`src/rtl/irq_csr_pkg.sv`:
```
package irq_csr_pkg;
    localparam int REG_W     = 16;
    localparam int PRIO_W    = 2;
    localparam int VEC_W     = 7;
    localparam int NPIN      = 2;
    localparam int PEND_BIT  = 15;
    localparam int PRIO_LSB  = 13;
    localparam int VEC_LSB   = 6;
    localparam int DIS_BIT   = 5;
    localparam int RSVD_BIT  = 4;
    localparam int STATE_LSB = 2;
    localparam int MODE_LSB  = 0;

    typedef struct packed {
        logic [PRIO_W-1:0] prio;
        logic [VEC_W-1:0]  vec;
    } cap_t;

    typedef struct packed {
        logic            dis;
        logic [NPIN-1:0] edge_mode;
    } ctrl_t;
endpackage

```
`src/rtl/irq_pin_sense.sv`:
```
module irq_pin_sense #(
    parameter int SYNC_STAGES = 2
) (
    input  logic clk,
    input  logic rst_n,
    input  logic pin_n_i,
    input  logic edge_en_i,
    input  logic ack_i,
    output logic level_o,
    output logic req_o
);
    typedef struct packed {
        logic [SYNC_STAGES-1:0] sync;
        logic                   prev;
        logic                   latch;
    } st_t;

    st_t st_d, st_q;
    logic fall;

    assign level_o = st_q.sync[SYNC_STAGES-1];
    assign fall    = st_q.prev & ~level_o;
    assign req_o   = edge_en_i ? st_q.latch : ~level_o;

    always_comb begin
        st_d      = st_q;
        st_d.sync = {st_q.sync[SYNC_STAGES-2:0], pin_n_i};
        st_d.prev = level_o;
        if (!edge_en_i)  st_d.latch = 1'b0;
        else if (fall)   st_d.latch = 1'b1;   // new edge wins over ack
        else if (ack_i)  st_d.latch = 1'b0;
    end

    always_ff @(posedge clk or negedge rst_n) begin
        if (!rst_n) begin
            st_q.sync  <= '1;
            st_q.prev  <= 1'b1;
            st_q.latch <= 1'b0;
        end else begin
            st_q <= st_d;
        end
    end
endmodule

```
`src/rtl/irq_csr_regs.sv`:
```
module irq_csr_regs
    import irq_csr_pkg::*;
(
    input  logic              clk,
    input  logic              rst_n,
    input  logic              wr_i,
    input  logic              wr_dis_i,
    input  logic [NPIN-1:0]   wr_mode_i,
    input  logic              take_i,
    input  logic [PRIO_W-1:0] prio_i,
    input  logic [VEC_W-1:0]  vec_i,
    output ctrl_t             ctrl_o,
    output cap_t              cap_o
);
    typedef struct packed {
        ctrl_t ctrl;
        cap_t  cap;
    } regs_t;

    regs_t r_d, r_q;

    always_comb begin
        r_d = r_q;
        if (wr_i) begin
            r_d.ctrl.dis       = wr_dis_i;
            r_d.ctrl.edge_mode = wr_mode_i;
        end
        if (take_i) begin
            r_d.cap.prio = prio_i;
            r_d.cap.vec  = vec_i;
        end
    end

    always_ff @(posedge clk or negedge rst_n) begin
        if (!rst_n) r_q <= '0;
        else        r_q <= r_d;
    end

    assign ctrl_o = r_q.ctrl;
    assign cap_o  = r_q.cap;
endmodule

```
`src/rtl/irq_csr.sv`:
```
module irq_csr
    import irq_csr_pkg::*;
#(
    parameter int SYNC_STAGES = 2
) (
    input  logic              clk,
    input  logic              rst_n,
    input  logic              reg_wr,
    input  logic [REG_W-1:0]  reg_wdata,
    output logic [REG_W-1:0]  reg_rdata,
    input  logic [NPIN-1:0]   pin_n_i,
    input  logic              lowpwr_i,
    input  logic              take_i,
    input  logic [PRIO_W-1:0] take_prio_i,
    input  logic [VEC_W-1:0]  take_vec_i,
    input  logic [NPIN-1:0]   take_pin_i,
    output logic [NPIN-1:0]   req_o
);
    ctrl_t           ctrl;
    cap_t            cap;
    logic [NPIN-1:0] level;
    logic [NPIN-1:0] raw_req;

    irq_csr_regs u_regs (
        .clk       (clk),
        .rst_n     (rst_n),
        .wr_i      (reg_wr),
        .wr_dis_i  (reg_wdata[DIS_BIT]),
        .wr_mode_i (reg_wdata[MODE_LSB +: NPIN]),
        .take_i    (take_i),
        .prio_i    (take_prio_i),
        .vec_i     (take_vec_i),
        .ctrl_o    (ctrl),
        .cap_o     (cap)
    );

    for (genvar k = 0; k < NPIN; k++) begin : g_pin
        irq_pin_sense #(.SYNC_STAGES(SYNC_STAGES)) u_sense (
            .clk       (clk),
            .rst_n     (rst_n),
            .pin_n_i   (pin_n_i[k]),
            .edge_en_i (ctrl.edge_mode[k] & ~lowpwr_i),
            .ack_i     (take_i & take_pin_i[k]),
            .level_o   (level[k]),
            .req_o     (raw_req[k])
        );
    end

    assign req_o = raw_req & {NPIN{~ctrl.dis}};

    always_comb begin
        reg_rdata                        = '0;
        reg_rdata[PEND_BIT]              = |req_o;
        reg_rdata[PRIO_LSB +: PRIO_W]    = cap.prio;
        reg_rdata[VEC_LSB +: VEC_W]      = cap.vec;
        reg_rdata[DIS_BIT]               = ctrl.dis;
        reg_rdata[RSVD_BIT]              = 1'b1;
        reg_rdata[STATE_LSB +: NPIN]     = level;
        reg_rdata[MODE_LSB +: NPIN]      = ctrl.edge_mode;
    end
endmodule

```
`config.mk`:
```
export PLATFORM = sky130hd
export DESIGN_NAME = irq_csr
export DESIGN_NICKNAME = d
export VERILOG_FILES = /design/src/rtl/irq_csr_pkg.sv /design/src/rtl/irq_pin_sense.sv /design/src/rtl/irq_csr_regs.sv /design/src/rtl/irq_csr.sv
export SDC_FILE = /design/constraint.sdc
export NUM_CORES = 1
export LEC_CHECK = 0
export BUFFER_PORTS_ARGS = -buffer_cell sky130_fd_sc_hd__buf_2
export CAP_MARGIN = 40
export CORE_UTILIZATION = 36
export CTS_CLUSTER_DIAMETER = 60
export DETAILED_ROUTE_END_ITERATION = 16
export PLACE_DENSITY = 0.71
export RECOVER_POWER = 25
export SYNTH_ARGS = -nofsm -noshare
export SYNTH_HDL_FRONTEND = slang
export SYNTH_SLANG_ARGS = --single-unit
```
`constraint.sdc`:
```
create_clock -name clk -period 0.95 [get_ports clk]
set_input_delay 0.0475 -clock clk [delete_from_list [all_inputs] [get_ports clk]]
set_output_delay 0.0475 -clock clk [all_outputs]
set_load 0.02 [all_outputs]
```
---- Word level (Yosys, flattened, before mapping) ----
Index checks and enable logic that the tools add are counted.
word-level totals
  input port bits ......................... 34
  output and inout bits ................... 18
  word-level logic and storage cells ...... 32
  flip-flop bits (word level) ............. 20
operators by class
  bitwise operators ....................... 11
  reduce and logical (&&, ||, !) cells .... 1
  equal/unequal tests ..................... 2
  muxes and demuxes ....................... 8
operators with widths
  kind                                          number
  1-bit two-way mux                             8
  1-bit AND                                     6
  3-bit inequality test, second input constant  2
  1-bit inverter                                4
  2-bit AND                                     1
  2-bit OR reduction                            1

---- Longest topological paths before layout ----
Gate-level depths: netlist of run 1.
  depth after elaboration ................. 5
  mapped depth ............................ 4
  gate-level depth less buffers ........... 3

---- By module ----
Synthesis of run 1 repeated with hierarchy kept, for this count alone.
unflattened totals
  cell total of the unflattened synthesis .. 52
  area, all modules ....................... 827.0 sq um
by module, submodules not included
  module         seq. area each (sq um)  cells each  instances  area an instance (sq um)
  irq_csr_regs   300.3                   25          1          480.5
  irq_pin_sense  103.8                   9           2          143.9
  irq_csr        0.0                     9           1          58.8

---- Worst setup path after synthesis of run 1 ----
No wires, ideal clock.
  path type ............................... register -> output
  start ................................... reg u_regs.r_q (netlist bit u_regs.ctrl_o[0])
  end ..................................... out reg_rdata[15]
  required time ........................... 0.902 ns
  stages on the path, launching flop included .. 4
  data arrival time ....................... 1.349 ns
  path buffers ............................ 0
  path slack .............................. -0.447 ns
  cells stage by stage .................... dfrtp_1 nor3b_1 a211oi_2 o21bai_1
on the way
  longest elaborated chain between the ends .. 4
RTL lines
  what                      RTL line             text
  start: declaration        irq_csr_regs.sv:20   regs_t r_d, r_q;
  start signal: assignment  irq_csr_regs.sv:36   else r_q <= r_d;
  1-bit AND                 irq_csr.sv:42        .edge_en_i (ctrl.edge_mode[k] & ~lowpwr_i),
  1-bit two-way mux         irq_pin_sense.sv:23  assign req_o = edge_en_i ? st_q.latch : ~level_o;
  2-bit AND                 irq_csr.sv:49        assign req_o = raw_req & {NPIN{~ctrl.dis}};
  via req_o[0]              irq_csr.sv:17        output logic [NPIN-1:0] req_o
  2-bit OR reduction        irq_csr.sv:53        reg_rdata[PEND_BIT] = |req_o;
  end: declaration          irq_csr.sv:10        output logic [REG_W-1:0] reg_rdata,
The timed path passes the listed nets, and every way through them passes these cells.

---- Worst setup path after layout of run 1 ----
  start ................................... reg g_pin[1].u_sense.st_q (netlist bit g_pin[1].u_sense.level_o)
  end ..................................... out req_o[1]
on the way
  longest elaborated chain between the ends .. 3
RTL lines
  what                      RTL line             text
  start: declaration        irq_pin_sense.sv:18  st_t st_d, st_q;
  start signal: assignment  irq_pin_sense.sv:40  st_q <= st_d;
  1-bit inverter            irq_pin_sense.sv:23
  1-bit two-way mux         irq_pin_sense.sv:23
  2-bit AND                 irq_csr.sv:49
  end: declaration          irq_csr.sv:17
No other way between the ends.

==> results of run 1 <==
[stage by stage]
| step | setup TNS [ns] | power [mW] |
|---|---|---|
| 2_1_floorplan | -0.3765 | 1.211 |
| 6_report | -1.859 | 1.866 |
| 3_3_place_gp | -0.2310 | 1.365 |
| 5_1_grt | -2.333 | 1.955 |
| 3_5_place_dp | -0.2998 | 1.376 |
| 4_1_cts | -1.796 | 1.859 |
[cells by family (layout without fill, tap and decap cells)]
logic type / count (synthesis) / count (layout) / share of synthesized area (%)
compound gates: 4 / 4 / 4.207
buf+inv: 5 / 65 / 4.044
flops: 20 / 20 / 65.70
mux: 13 / 13 / 18.77
other cells: 1 / 1 / 0.4850
simple gates: 9 / 9 / 6.797
[repair_timing]
action                                 4_1_cts  5_1_grt
setup endpoints to repair                   10       11
pin swaps                                    1        0
endpoints found under the hold margin       31        0
hold buffers                                15        0
resized for setup                           13        4
buffers inserted                             0        2
[cell usage in the layout (no fill, tap or decap)]
cell	Yosys	final
buf_2	1	30
dlygate4sd3_1	0	15
dfrtp_1	14	13
mux2_2	12	12
buf_6	0	10
dfstp_2	6	6
buf_4	3	4
nor2_1	3	3
clkbuf_4	0	3
nand2_1	2	2
nand2b_4	1	1
nor3b_4	0	1
a211oi_4	0	1
inv_1	1	1
nand2b_1	1	1
mux2i_2	0	1
o21bai_4	0	1
nor2b_1	1	1
a21oi_1	1	1
a22oi_2	0	1
conb_1	1	1
clkbuf_1	0	1
clkbuf_2	0	1
dfrtp_2	0	1
[critical path, stage by stage, from the launching register on]
cell     delay [ns]
dfstp_2        0.55
inv_1          0.06
mux2i_2        0.25
nor2_1         0.07
buf_2          0.16
[state kept, by name (all words and copies together) (netlist names)]
signal                 count
g_pin.u_sense.level_o      2
g_pin.u_sense.st_d         2
u_regs.ctrl_o              3
u_regs.cap_o               9
g_pin.u_sense.st_q         4
[path summary, 6_finish.rpt]
path	start	slack [ns]	depth (start not counted)	end
setup / recovery	g_pin[1].u_sense.level_o	-0.48	4	req_o[1]
hold / removal	reg_wr	0.05	2	u_regs.ctrl_o[0]
setup reg to reg	u_regs.ctrl_o[2]	0	2	u_regs.ctrl_o[2]
hold reg to reg	g_pin[0].u_sense.st_d[3]	0.36	0	g_pin[0].u_sense.level_o
max in group asynchronous	rst_n	0.38	2	g_pin[1].u_sense.st_d[3]
min in group asynchronous	rst_n	0.23	2	u_regs.ctrl_o[2]
[power by group through the flow]
stage	logic, mW	clock network [mW]	registers (mW)
after floorplan	0.157	0	1.05
after global placement	0.383	0	0.982
after detailed placement	0.391	0	0.985
after CTS	0.471	0.415	0.973
after global routing	0.525	0.447	0.983
final	0.491	0.402	0.974
[metal layers]
layer / up-vias / wire (um) / global-route usage (%)
li1: 289 / - / -
met1: 290 / 664 / 16.67
met2: 32 / 891 / 29.81
met3: 2 / 98 / 2.830
met4: 0 / 15 / 7.353
met5: - / 0 / 0
[layout make-up]
class	count	share of cell area [%]
timing repair buffer	60	34.62
multi-input combinational	27	21.08
tap	27	2.611
sequential	20	39.36
clock buffer	4	2.031
inverter	1	0.2901
==> impl_metrics.py, run 1 <==
metrics = {
    "global_routing": {
        "antenna_found_initial": 0,
        "grt_pass1_wl_mm": 2.787,
        "grt_max_degree": 21,
        "grt_pass1_vias": 664,
        "overflow": 0,
        "grtUsageTotal_pct": 15.72,
    },
    "sta": {
        "fin_skew_ns": 0.0003866,
        "layout_worst_path_cycle_share_pct": 150.6,
        "hold_violations": 0,
        "setup_slack_ns": -0.4807,
        "whs_ns": 0.05060,
        "setup_viol": 8,
        "max_freq_ghz": 0.6990,
        "rsz0062_at_grt": "yes",
        "final.min_clock_period_ns": 1.431,
        "slew_violations": 0,
    },
    "clocking": {
        "cts-root-buf": "clkbuf_4",
        "clk_pin_slew_worst_paths_ns": 0.10,
        "cts_sinks": 20,
        "tritoncts": "built",
        "cts_max_path_buffers": 2,
        "numCtsBuffers": 3,
        "clk_latency_ns": 0.29,
        "cts_max_level": 1,
    },
    "floorplan": {
        "start_util_pct": 39.02,
        "floorplan.die.width_um": 48.35,
        "ios": 52,
        "rows": 16,
        "dieArea_um2": 2337,
        "fp.dieH_um": 48.35,
        "fp.coreArea_um2": 1982,
    },
    "layout": {
        "fin_cells": 139,
        "final_nets": 147,
        "seqCellArea_um2": 509.2,
        "nFillCells": 150,
        "area_growth_pct": 67.31,
        "drive_above_1_share_pct": 65.18,
        "design_area_um2": 1294,
        "multi_input_area_um2": 272.8,
        "final_util_pct": 65.28,
        "diodes": 0,
    },
    "placed_design": {
        "hpwlAfterDp_mm": 1.047,
        "preCtsSetupSlack_ns": -0.1473,
        "dp_cells": 118,
        "port_buffers": 37,
        "place_area_um2": 1045,
        "gp_congestion": 0.6497,
    },
    "yosys": {
        "synth_top_area_share_pct": 45.31,
        "yosysTopAreaCell": "dfrtp_1",
        "syn_nets": 86,
        "netlist-cell-type-count": 18,
        "async_flop_share_pct": 100.0,
        "yosys_warnings": 0,
        "synth.area.top_cells": "dfrtp_1 (45%), dfstp_2 (20%), mux2_2 (17%), buf_4 (2.9%), nand2b_4 (1.8%)",
        "synthCells": 52,
        "syn_avg_cell_area_um2": 14.87,
        "syn-cell-area_um2": 773.2,
        "synth_edf_count": 0,
        "ys_seq_elements": 20,
        "ys_seq_area_share_pct": 65.70,
        "synth_common_cells": "dfrtp_1 (14), mux2_2 (12), dfstp_2 (6)",
        "synth_ff_type": "dfrtp_1",
        "yosysMostFrequentCell": "dfrtp_1",
    },
    "critical_path": {
        "crit_type": "register to output pin",
        "cp_data_arrival_time_ns": 1.38,
        "cp_max_fo": 2,
        "required_ns": 0.90,
        "cp-start-kind": "register",
        "cp-end-kind": "output pin",
    },
    "pwr": {
        "power_frac_clock_pct": 21.5,
        "p_int_mw": 1.360,
        "vdd_drop_max_uv": 1017,
        "power_frac_comb_pct": 26.3,
        "leakagePower_nw": 0.6096,
        "power_switching_mw": 0.5062,
        "power_density_nw_per_um2": 1443,
        "seq_power_share_pct": 52.2,
        "switching_share_pct": 27.12,
    },
    "detailed_routing": {
        "via_per_inst": 4.410,
        "dr.pass1.iters": 1,
        "wl_per_cell_um": 12.01,
        "antenna_left": 0,
        "remaining_drc_errors": 0,
        "vias": 613,
        "drtIter0Drc": 0,
        "wl_mm": 1.670,
    },
    "min_path": {
        "hp-class": "primary input to register",
    },
    "outcome": {
        "violations": "negative setup slack",
        "status": "finished, violations left",
    },
    "job": {
        "drv_cap": 0,
    },
}
No activity file was read; power rests on OpenSTA's default activity.
==> run 2: changes to the inputs <==
Settings changed: CORE_UTILIZATION 36 to 37, SKIP_LAST_GASP set to 1, SYNTH_HIERARCHICAL set to 1.
==> run 2 against run 1 <==
The flow still finishes with violations (negative setup slack). Non-clock buffer count fell by 2. Cell count did not move. Critical path type unchanged. Utilization rose by 2.8 points. Cell area rose by 6.4%. Die area rose by 3.9%. Critical endpoint is now reg_rdata[15]. Synthesized cell count did not move. Largest power group unchanged. Clock skew rose by 0.0046 ns. Combinational power rose by 5.5%. Synthesized area rose by 7.0%.
==> impl_metrics.py, run 2 <==
metrics = {
    "critical_path": {
        "cp_max_fo": 3,
        "cp_data_arrival_time_ns": 1.31,
        "cp-end-kind": "output pin",
        "cpPeakStageDelay_ns": 0.42,
        "cp-start-kind": "register",
        "required_ns": 0.90,
        "cp_cell_sequence": "nor2b_4 > nand2_1 > o21ai_2 > o21ba_4 > buf_6",
        "worst-path-buf-inv": 1,
        "critical-path-top-delay-family": "flip-flops",
        "crit_type": "register to output pin",
        "slowest_stage": "dfrtp_2",
    },
    "detailed_routing": {
        "dr.pass1.iters": 2,
        "vias": 596,
        "remaining_drc_errors": 0,
        "via_per_inst": 4.288,
        "wl_mm": 1.648,
        "wl_per_cell_um": 11.86,
        "drtIter0Drc": 4,
        "antenna_left": 0,
    },
    "clocking": {
        "cts-root-buf": "clkbuf_4",
        "cts_max_level": 1,
        "cts_max_path_buffers": 2,
        "cts_sinks": 20,
        "clk_pin_slew_worst_paths_ns": 0.11,
        "clk_latency_ns": 0.29,
        "tritoncts": "built",
        "numCtsBuffers": 3,
    },
    "global_routing": {
        "overflow": 0,
        "grtUsageTotal_pct": 15.38,
        "grt_pass1_vias": 589,
        "grt_pass1_wl_mm": 2.739,
        "antenna_found_initial": 0,
        "grt_max_degree": 21,
    },
    "floorplan": {
        "ios": 52,
        "rows": 16,
        "floorplan.die.width_um": 49.28,
        "start_util_pct": 40.90,
        "dieArea_um2": 2429,
        "fp.dieH_um": 49.28,
        "fp.coreArea_um2": 2022,
    },
    "sta": {
        "final.min_clock_period_ns": 1.358,
        "layout_worst_path_cycle_share_pct": 143.0,
        "slew_violations": 0,
        "max_freq_ghz": 0.7361,
        "whs_ns": 0.04646,
        "fin_skew_ns": 0.004943,
        "setup_viol": 10,
        "rsz0062_at_grt": "yes",
        "setup_slack_ns": -0.4085,
        "hold_violations": 0,
        "setup_tns_ns": -1.972,
    },
    "yosys": {
        "syn_nets": 86,
        "syn-cell-area_um2": 827.0,
        "async_flop_share_pct": 100.0,
        "synth.area.top_cells": "dfrtp_1 (42%), dfstp_2 (19%), mux2_4 (16%), mux2_2 (4.1%), nand2b_4 (3.3%)",
        "synth_edf_count": 0,
        "yosys_warnings": 6,
        "yosysMostFrequentCell": "dfrtp_1",
        "netlist-cell-type-count": 15,
        "synth_top_area_share_pct": 42.36,
        "ys_seq_elements": 20,
        "ys_seq_area_share_pct": 61.42,
        "synth_common_cells": "dfrtp_1 (14), mux2_4 (9), dfstp_2 (6)",
        "synthCells": 52,
        "synth_ff_type": "dfrtp_1",
        "syn_avg_cell_area_um2": 15.90,
        "yosysTopAreaCell": "dfrtp_1",
    },
    "layout": {
        "final_cell_mix": "buf_2 (27), dlygate4sd3_1 (15), buf_6 (12)",
        "drive_above_1_share_pct": 71.43,
        "largest_reg_flops": 9,
        "area_growth_pct": 66.41,
        "seqCellArea_um2": 511.7,
        "mostFrequentLayoutCell": "buf_2",
        "diodes": 0,
        "nFillCells": 142,
        "final_nets": 147,
        "multi_input_area_um2": 346.6,
        "final_util_pct": 68.07,
    },
    "pwr": {
        "leakagePower_nw": 0.6665,
        "power_density_nw_per_um2": 1443,
        "vdd_drop_max_uv": 972.6,
        "finalPower_mw": 1.986,
    },
    "outcome": {
        "violations": "negative setup slack",
        "status": "finished, violations left",
    },
    "placed_design": {
        "gp_congestion": 0.6710,
        "hpwlAfterDp_mm": 1.046,
        "port_buffers": 37,
        "preCtsSetupSlack_ns": -0.1005,
    },
    "min_path": {
        "hp-class": "primary input to register",
    },
    "job": {
        "drv_cap": 0,
    },
}
-- run 2: cell types whose count changed in the layout (fill, tap and decap cells not counted), moves of 2 or more --
cell,previous run,this run
buf_2,30,27
a21boi_2,0,2
dfrtp_1,13,11
mux2_2,12,3
dfrtp_2,1,3
nor2_1,3,0
nor2b_4,0,4
mux2_4,0,9
buf_6,10,12
o21ai_2,0,2
and2_1,0,2
-- run 2: path summary, 6_finish.rpt --
path | from | end | slack (ns) | depth (start not counted)
setup / recovery | u_regs/ctrl_o[0] | reg_rdata[15] | -0.41 | 5
min in group asynchronous | rst_n | u_regs/cap_o[2] | 0.25 | 2
setup reg to reg | u_regs/ctrl_o[0] | u_regs/ctrl_o[0] | -0.05 | 3
hold / removal | reg_wr | u_regs/ctrl_o[2] | 0.05 | 2
max in group asynchronous | rst_n | g_pin[0].u_sense/st_q[1] | 0.35 | 2
hold reg to reg | g_pin[1].u_sense/st_d[3] | g_pin[1].u_sense/level_o | 0.36 | 0
-- run 2: timing repair --
item                       in CTS  in global routing
cloned                          0                  0
hold endpoints to repair       32                  0
resized for setup              19                  4
setup endpoints to repair       8                 11
pin swaps                       3                  0
setup buffers                   1                  1
hold buffers                   15                  0
-- run 2: kinds of logic (layout without fill, tap and decap cells) --
logic type | Yosys count | in the layout | synth area share (%)
and+or+nand+nor | 12 | 12 | 10.29
buffers and inverters | 2 | 62 | 2.270
DFF | 20 | 20 | 61.42
muxes | 12 | 12 | 20.42
other | 1 | 1 | 0.4534
AOI/OAI and AO/OA | 5 | 5 | 5.144
-- run 2: report_power, final --
part | total [mW] | switching (mW) | internal (mW)
clock network | 0.488 | 0.255 | 0.233
logic | 0.518 | 0.213 | 0.305
registers | 0.980 | 0.0487 | 0.931
total | 1.99 | 0.517 | 1.47
-- run 2: stage by stage --
stage               instances  instance area (um^2)
floorplan                  52                 873.3
global placement          118                  1104
detailed placement        118                  1104
CTS                       138                  1356
global route              139                  1376
finish                    139                  1376
-- run 2: cell type report --
| cell class | instances | area share (%) |
|---|---|---|
| Sequential cell | 20 | 37.18 |
| Multi-Input combinational cell | 30 | 25.18 |
| Clock buffer | 4 | 2.636 |
| Tap cell | 27 | 2.455 |
| Timing Repair Buffer | 58 | 32.55 |
-- run 2: layer usage --
layer | wire length, um | track usage (%) | up-vias
met4 | 12 | 5.882 | 0
met5 | 0 | 0 | -
met2 | 826 | 24.43 | 17
met3 | 79 | 5.919 | 2
met1 | 730 | 18.69 | 285
li1 | - | - | 292
